$ cat config.mk
export PLATFORM = sky130hd
export DESIGN_NAME = flash_cmd_decoder
export DESIGN_NICKNAME = d
export VERILOG_FILES = /design/src/rtl/flash_cmd_pkg.sv /design/src/rtl/flash_seq_fsm.sv /design/src/rtl/flash_id_resp.sv /design/src/rtl/flash_cmd_decoder.sv
export SDC_FILE = /design/constraint.sdc
export NUM_CORES = 1
export LEC_CHECK = 0
export ABC_AREA = 1
export ABC_CLOCK_PERIOD_IN_PS = 4600
export BUFFER_PORTS_ARGS = -buffer_cell sky130_fd_sc_hd__clkbuf_2
export CAP_MARGIN = 0
export CORE_AREA = 4 4 76 78
export DETAILED_ROUTE_END_ITERATION = 8
export DIE_AREA = 0 0 80 82
export GPL_ROUTABILITY_DRIVEN = 0
export PLACE_DENSITY = 0.74
export SYNTH_ARGS = -nofsm -noshare
export SYNTH_HDL_FRONTEND = slang
export SYNTH_SLANG_ARGS = --single-unit
$ cat constraint.sdc
create_clock -name clk -period 4.6 [get_ports clk]
set_input_delay 0.46 -clock clk [delete_from_list [all_inputs] [get_ports clk]]
set_output_delay 0.46 -clock clk [all_outputs]
set_load 0.02 [all_outputs]
$ cat src/rtl/flash_cmd_pkg.sv
package flash_cmd_pkg;

    typedef enum logic [3:0] {
        S_ARRAY,
        S_UNL1,
        S_UNL2,
        S_IDENT,
        S_PGM_WAIT,
        S_ERS_UNL0,
        S_ERS_UNL1,
        S_ERS_UNL2,
        S_BUSY_PGM,
        S_BUSY_CHIP,
        S_BUSY_SECT,
        S_SUSPENDED
    } seq_state_e;

    typedef enum logic [1:0] {
        MODE_ARRAY = 2'd0,
        MODE_IDENT = 2'd1,
        MODE_BUSY  = 2'd2,
        MODE_SUSP  = 2'd3
    } dev_mode_e;

    typedef enum logic [1:0] {
        OPK_PROGRAM = 2'd0,
        OPK_CHIP    = 2'd1,
        OPK_SECTOR  = 2'd2
    } op_kind_e;

    localparam logic [7:0] CMD_UNLK_A  = 8'hAA;
    localparam logic [7:0] CMD_UNLK_B  = 8'h55;
    localparam logic [7:0] CMD_RESET   = 8'hF0;
    localparam logic [7:0] CMD_IDENT   = 8'h90;
    localparam logic [7:0] CMD_PGM     = 8'hA0;
    localparam logic [7:0] CMD_ERS     = 8'h80;
    localparam logic [7:0] CMD_CHIP    = 8'h10;
    localparam logic [7:0] CMD_SECT    = 8'h30;
    localparam logic [7:0] CMD_SUSPEND = 8'hB0;
    localparam logic [7:0] CMD_RESUME  = 8'h30;

endpackage

$ cat src/rtl/flash_seq_fsm.sv
module flash_seq_fsm
    import flash_cmd_pkg::*;
#(
    parameter int ADDR_W   = 17,
    parameter int DATA_W   = 8,
    parameter int UNLOCK_W = 11
) (
    input  logic              clk,
    input  logic              rst_n,
    input  logic              wr_en_i,
    input  logic [ADDR_W-1:0] wr_addr_i,
    input  logic [DATA_W-1:0] wr_data_i,
    input  logic              op_done_i,
    output dev_mode_e         mode_o,
    output logic              op_start_o,
    output op_kind_e          op_kind_o,
    output logic [ADDR_W-1:0] op_addr_o,
    output logic [DATA_W-1:0] op_data_o,
    output logic              susp_o,
    output logic              resume_o
);

    localparam logic [UNLOCK_W-1:0] ADDR_FIRST  = UNLOCK_W'('h555);
    localparam logic [UNLOCK_W-1:0] ADDR_SECOND = UNLOCK_W'('h2AA);

    typedef struct packed {
        seq_state_e        state;
        logic              start;
        op_kind_e          kind;
        logic [ADDR_W-1:0] addr;
        logic [DATA_W-1:0] data;
        logic              susp;
        logic              resume;
    } fsm_regs_t;

    fsm_regs_t r_q, r_d;

    logic at_first, at_second;
    logic is_unlk_a, is_unlk_b;

    assign at_first  = (wr_addr_i[UNLOCK_W-1:0] == ADDR_FIRST);
    assign at_second = (wr_addr_i[UNLOCK_W-1:0] == ADDR_SECOND);
    assign is_unlk_a = at_first  && (wr_data_i == DATA_W'(CMD_UNLK_A));
    assign is_unlk_b = at_second && (wr_data_i == DATA_W'(CMD_UNLK_B));

    always_comb begin
        r_d        = r_q;
        r_d.start  = 1'b0;
        r_d.susp   = 1'b0;
        r_d.resume = 1'b0;
        unique case (r_q.state)
            S_ARRAY: begin
                if (wr_en_i && is_unlk_a) r_d.state = S_UNL1;
            end
            S_IDENT: begin
                if (wr_en_i) r_d.state = is_unlk_a ? S_UNL1 : S_ARRAY;
            end
            S_UNL1: begin
                if (wr_en_i) r_d.state = is_unlk_b ? S_UNL2 : S_ARRAY;
            end
            S_UNL2: begin
                if (wr_en_i) begin
                    r_d.state = S_ARRAY;
                    if (at_first) begin
                        if (wr_data_i == DATA_W'(CMD_IDENT)) r_d.state = S_IDENT;
                        else if (wr_data_i == DATA_W'(CMD_PGM)) r_d.state = S_PGM_WAIT;
                        else if (wr_data_i == DATA_W'(CMD_ERS)) r_d.state = S_ERS_UNL0;
                    end
                end
            end
            S_PGM_WAIT: begin
                if (wr_en_i) begin
                    r_d.state = S_BUSY_PGM;
                    r_d.start = 1'b1;
                    r_d.kind  = OPK_PROGRAM;
                    r_d.addr  = wr_addr_i;
                    r_d.data  = wr_data_i;
                end
            end
            S_ERS_UNL0: begin
                if (wr_en_i) r_d.state = is_unlk_a ? S_ERS_UNL1 : S_ARRAY;
            end
            S_ERS_UNL1: begin
                if (wr_en_i) r_d.state = is_unlk_b ? S_ERS_UNL2 : S_ARRAY;
            end
            S_ERS_UNL2: begin
                if (wr_en_i) begin
                    r_d.state = S_ARRAY;
                    if (at_first && wr_data_i == DATA_W'(CMD_CHIP)) begin
                        r_d.state = S_BUSY_CHIP;
                        r_d.start = 1'b1;
                        r_d.kind  = OPK_CHIP;
                        r_d.addr  = wr_addr_i;
                        r_d.data  = wr_data_i;
                    end else if (wr_data_i == DATA_W'(CMD_SECT)) begin
                        r_d.state = S_BUSY_SECT;
                        r_d.start = 1'b1;
                        r_d.kind  = OPK_SECTOR;
                        r_d.addr  = wr_addr_i;
                        r_d.data  = wr_data_i;
                    end
                end
            end
            S_BUSY_PGM, S_BUSY_CHIP: begin
                if (op_done_i) r_d.state = S_ARRAY;
            end
            S_BUSY_SECT: begin
                if (op_done_i) begin
                    r_d.state = S_ARRAY;
                end else if (wr_en_i && wr_data_i == DATA_W'(CMD_SUSPEND)) begin
                    r_d.state = S_SUSPENDED;
                    r_d.susp  = 1'b1;
                end
            end
            S_SUSPENDED: begin
                if (wr_en_i && wr_data_i == DATA_W'(CMD_RESUME)) begin
                    r_d.state  = S_BUSY_SECT;
                    r_d.resume = 1'b1;
                end
            end
            default: r_d.state = S_ARRAY;
        endcase
    end

    always_ff @(posedge clk) begin
        if (!rst_n) begin
            r_q.state  <= S_ARRAY;
            r_q.start  <= 1'b0;
            r_q.kind   <= OPK_PROGRAM;
            r_q.addr   <= '0;
            r_q.data   <= '0;
            r_q.susp   <= 1'b0;
            r_q.resume <= 1'b0;
        end else begin
            r_q <= r_d;
        end
    end

    always_comb begin
        unique case (r_q.state)
            S_IDENT:                              mode_o = MODE_IDENT;
            S_BUSY_PGM, S_BUSY_CHIP, S_BUSY_SECT: mode_o = MODE_BUSY;
            S_SUSPENDED:                          mode_o = MODE_SUSP;
            default:                              mode_o = MODE_ARRAY;
        endcase
    end

    assign op_start_o = r_q.start;
    assign op_kind_o  = r_q.kind;
    assign op_addr_o  = r_q.addr;
    assign op_data_o  = r_q.data;
    assign susp_o     = r_q.susp;
    assign resume_o   = r_q.resume;

    // a request follows a bus write in the cycle before
    assert_start_after_write_R5: assert property (@(posedge clk) disable iff (!rst_n)
        op_start_o |-> $past(wr_en_i));

    // a request only comes out of a completed sequence step
    assert_start_from_final_step_R8: assert property (@(posedge clk) disable iff (!rst_n)
        op_start_o |-> ($past(r_q.state) == S_PGM_WAIT || $past(r_q.state) == S_ERS_UNL2));

    // a running program holds until done
    assert_busy_holds_R9: assert property (@(posedge clk) disable iff (!rst_n)
        (r_q.state == S_BUSY_PGM && !op_done_i) |=> (r_q.state == S_BUSY_PGM));

    // suspend pulse coincides with suspended mode
    assert_susp_mode_R10: assert property (@(posedge clk) disable iff (!rst_n)
        susp_o |-> (mode_o == MODE_SUSP));

    // suspend only out of an active sector erase
    assert_susp_source_R11: assert property (@(posedge clk) disable iff (!rst_n)
        susp_o |-> ($past(r_q.state) == S_BUSY_SECT));

    // resume only out of the suspended state
    assert_resume_source_R11: assert property (@(posedge clk) disable iff (!rst_n)
        resume_o |-> ($past(r_q.state) == S_SUSPENDED));

    // at most one event pulse per cycle
    assert_pulses_exclusive_R1: assert property (@(posedge clk) disable iff (!rst_n)
        $onehot0({op_start_o, susp_o, resume_o}));

endmodule

$ cat src/rtl/flash_id_resp.sv
module flash_id_resp
    import flash_cmd_pkg::*;
#(
    parameter int          ADDR_W = 17,
    parameter int          DATA_W = 8,
    parameter int          N_SECT = 8,
    parameter logic [7:0]  MFR_ID = 8'h7F,
    parameter logic [7:0]  DEV_ID = 8'h20
) (
    input  logic              clk,
    input  logic              rst_n,
    input  dev_mode_e         mode_i,
    input  logic [ADDR_W-1:0] rd_addr_i,
    input  logic [N_SECT-1:0] sect_prot_i,
    output logic [DATA_W-1:0] rd_data_o
);

    localparam int SECT_W = $clog2(N_SECT);

    logic [SECT_W-1:0] sect_idx;
    logic [7:0]        offset;

    assign sect_idx = rd_addr_i[ADDR_W-1 -: SECT_W];
    assign offset   = rd_addr_i[7:0];

    always_comb begin
        rd_data_o = '0;
        if (mode_i == MODE_IDENT) begin
            unique case (offset)
                8'h00:   rd_data_o = DATA_W'(MFR_ID);
                8'h01:   rd_data_o = DATA_W'(DEV_ID);
                8'h02:   rd_data_o = DATA_W'(sect_prot_i[sect_idx]);
                default: rd_data_o = '0;
            endcase
        end
    end

    // no identification data outside identification mode
    assert_quiet_outside_ident_R3: assert property (@(posedge clk) disable iff (!rst_n)
        (mode_i != MODE_IDENT) |-> (rd_data_o == '0));

    // protection reads are 0 or 1
    assert_prot_bit_R4: assert property (@(posedge clk) disable iff (!rst_n)
        (mode_i == MODE_IDENT && offset == 8'h02) |-> (rd_data_o[DATA_W-1:1] == '0));

endmodule

$ cat src/rtl/flash_cmd_decoder.sv
module flash_cmd_decoder
    import flash_cmd_pkg::*;
#(
    parameter int         ADDR_W   = 17,
    parameter int         DATA_W   = 8,
    parameter int         N_SECT   = 8,
    parameter int         UNLOCK_W = 11,
    parameter logic [7:0] MFR_ID   = 8'h7F,
    parameter logic [7:0] DEV_ID   = 8'h20
) (
    input  logic              clk,
    input  logic              rst_n,
    input  logic              wr_en_i,
    input  logic [ADDR_W-1:0] wr_addr_i,
    input  logic [DATA_W-1:0] wr_data_i,
    input  logic [ADDR_W-1:0] rd_addr_i,
    input  logic [N_SECT-1:0] sect_prot_i,
    input  logic              op_done_i,
    output logic [1:0]        mode_o,
    output logic [DATA_W-1:0] rd_data_o,
    output logic              op_start_o,
    output logic [1:0]        op_kind_o,
    output logic [ADDR_W-1:0] op_addr_o,
    output logic [DATA_W-1:0] op_data_o,
    output logic              susp_o,
    output logic              resume_o
);

    dev_mode_e mode_w;
    op_kind_e  kind_w;

    flash_seq_fsm #(
        .ADDR_W   (ADDR_W),
        .DATA_W   (DATA_W),
        .UNLOCK_W (UNLOCK_W)
    ) u_fsm (
        .clk        (clk),
        .rst_n      (rst_n),
        .wr_en_i    (wr_en_i),
        .wr_addr_i  (wr_addr_i),
        .wr_data_i  (wr_data_i),
        .op_done_i  (op_done_i),
        .mode_o     (mode_w),
        .op_start_o (op_start_o),
        .op_kind_o  (kind_w),
        .op_addr_o  (op_addr_o),
        .op_data_o  (op_data_o),
        .susp_o     (susp_o),
        .resume_o   (resume_o)
    );

    flash_id_resp #(
        .ADDR_W (ADDR_W),
        .DATA_W (DATA_W),
        .N_SECT (N_SECT),
        .MFR_ID (MFR_ID),
        .DEV_ID (DEV_ID)
    ) u_id (
        .clk         (clk),
        .rst_n       (rst_n),
        .mode_i      (mode_w),
        .rd_addr_i   (rd_addr_i),
        .sect_prot_i (sect_prot_i),
        .rd_data_o   (rd_data_o)
    );

    assign mode_o    = mode_w;
    assign op_kind_o = kind_w;

endmodule

==> impl_metrics.yaml <==
worst_setup_path:
  start_kind: "flip-flop"
  cp_data_required_time_ps: 4140
  cp.arrival_ps: 1990
  setup.worst_path.class: "reg -> out"
  worst-path-max-fanout: 6
  cp-end-kind: "primary output"
synth:
  synth_area_per_cell_um2: 6.62
  synth_cells: 340
  ys_seq_elements: 34
  yosysUniqueCellTypes: 28
  synth_area_um2: 2250
  syn_nets: 394
  yosysSeqAreaShare_pct: 30.2
  yosysWarningCount: 0
clocking:
  cts.sinks: 34
  cts_root_buf: "clkbuf_8"
  cts_resized: 0
  numCtsBuffers: 5
  cts_tree: "yes"
  ctsHoldBuffers: 0
  clk_pin_slew_ps: 70
  htreeDepth: 2
  cts.path.max_buffers: 2
  clk_latency_ps: 280
  post-cts-setup-buffers: 0
drt:
  final_antenna_net_count: 0
  vias: 2219
  first_pass_iters: 5
  drt_iter0_markers: 154
  wl_per_cell_um: 11.8
  wl_mm: 5.48
  drcViolationCount: 0
  avgViaCountPerCell: 4.78
power_and_ir_drop:
  switching_share_pct: 25.5
  p_comb_share_pct: 10.1
  ir_worst_vdd_uv: 123
  p_leak_nw: 1.22
  total_power_w: 0.000586
  p_int_w: 0.000437
  seq_power_share_pct: 50.2
  p_clk_share_pct: 39.7
  power.density_nw_per_um2: 228
  p_sw_w: 0.000149
final_layout:
  final_common_cell: "clkbuf_2"
  insertedDiodeCount: 0
  syn_to_final_growth_pct: 14.1
  final_layout_size_suffix_gt1_share_pct: 34.3
  layout_common_cells: "clkbuf_2, nand2_1, nand3_1, nor2_1, dfxtp_1"
  layout.nets: 447
  final_util_pct: 50.6
die:
  start_util_pct: 44.4
  rows: 26
  core_area_um2: 5070
  dieArea_um2: 6560
  die_w_um: 80
  io_pins: 94
  die_height_um: 82
timing:
  tightest_slew_ps: 1110
  rsz0062_at_grt: "no"
  maxSlewHeadroom_pct: 26.2
  setup_ws_ps: 2150
  finalSetupViolations: 0
  fin_tns_setup_ps: 0
  hold_viol: 0
  clock.fmax_mhz: 407
  drv_slew: 0
  clock_skew_ps: 3.18
  fin_crit_ps: 2450
  fin_crit_sh_pct: 53.4
global_route:
  grt_pass1_wl_mm: 9.11
  grt_start_max_net_pins: 35
  overflow: 0
  grt_use_total_pct: 17.2
  grt_pass1_vias: 2111
  antenna_found_initial: 0
place:
  dp_hpwl_mm: 4.34
  io_buffers: 86
  dp_slack_ps: 2470
run:
  cap_violations: 0
status:
  status: "finished clean"
min_path:
  hold_class: "in -> reg"
## layer usage
| layer | up-vias | global-route usage (%) | wire length, µm |
|---|---|---|---|
| li1 | 1163 | - | - |
| met1 | 975 | 20.6 | 2400 |
| met2 | 72 | 29.1 | 2540 |
| met3 | 9 | 5.37 | 447 |
| met4 | 0 | 6.25 | 101 |
| met5 | - | 0 | 0 |
## final timing paths
kind | from | to | slack [ps] | depth (start not counted)
max | u_fsm.r_q[31] | rd_data_o[1] | 2150 | 7
min | wr_addr_i[11] | u_fsm.op_addr_o[11] | 430 | 3
max reg2reg | u_fsm.r_q[32] | u_fsm.op_addr_o[3] | 2750 | 9
min reg2reg | u_fsm.op_kind_o[0] | u_fsm.op_kind_o[0] | 450 | 2
## logic make-up (layout without fill, tap and decap cells)
group / Yosys count / in the layout / synth area share, %
and+or+nand+nor: 186 / 186 / 38.9
buffers and inverters: 78 / 132 / 19.6
AOI/OAI and AO/OA: 41 / 41 / 11.1
DFF: 34 / 34 / 30.2
other: 1 / 1 / 0.167
## cells in the mapped netlist (all sizes together)
master,count,share of area (%)
a21oi,36,8.5
and2,1,0.28
buf,37,13
clkbuf,3,0.50
clkinv,1,0.22
conb,1,0.17
dfxtp,34,30
inv,37,6.2
nand2,75,13
nand3,45,10
nand3b,1,0.33
nand4,6,1.7
nor2,48,10
nor3,8,2.0
nor4,2,0.56
o21ai,2,0.94
o31ai,3,1.7
## sequential cells by signal (all words and copies together) (netlist names)
signal	flops
u_fsm.op_addr_o	17
u_fsm.op_kind_o	2
u_fsm.resume_o	1
u_fsm.op_start_o	1
u_fsm.op_data_o	8
u_fsm.r_q	4
u_fsm.susp_o	1
## power groups by stage
stage          registers, W  clock network [W]  logic (W)
6_report           0.000294           0.000232  0.0000594
3_3_place_gp       0.000301                  0  0.0000581
4_1_cts            0.000294           0.000239  0.0000593
2_1_floorplan      0.000301                  0  0.0000263
3_5_place_dp       0.000301                  0  0.0000589
5_1_grt            0.000294           0.000252  0.0000666
## worst max-delay path: stages, from the launching register on
cell,delay (ps)
dfxtp_1,420
nand2_2,130
nor2_1,170
inv_1,70
nor3_1,190
nand2_1,100
nor3_1,370
clkbuf_2,260
## metrics by stage
step                      hold slack, ps  instances  area (µm²)
after floorplan                      427        340        2250
after global placement               439        456        2470
after detailed placement             441        456        2470
after CTS                            421        464        2570
after global routing                 432        464        2570
final                                425        464        2570
## final cells by class
class,instances,area [µm²]
fillers,541,2510
multi-input cells,228,1130
flip-flops and latches,34,681
repair buffers,86,430
inverters,38,144
well taps,70,87.6
clock buffers,6,82.6
clock inverters,2,12.5
No activity file was read; power rests on OpenSTA's default activity.
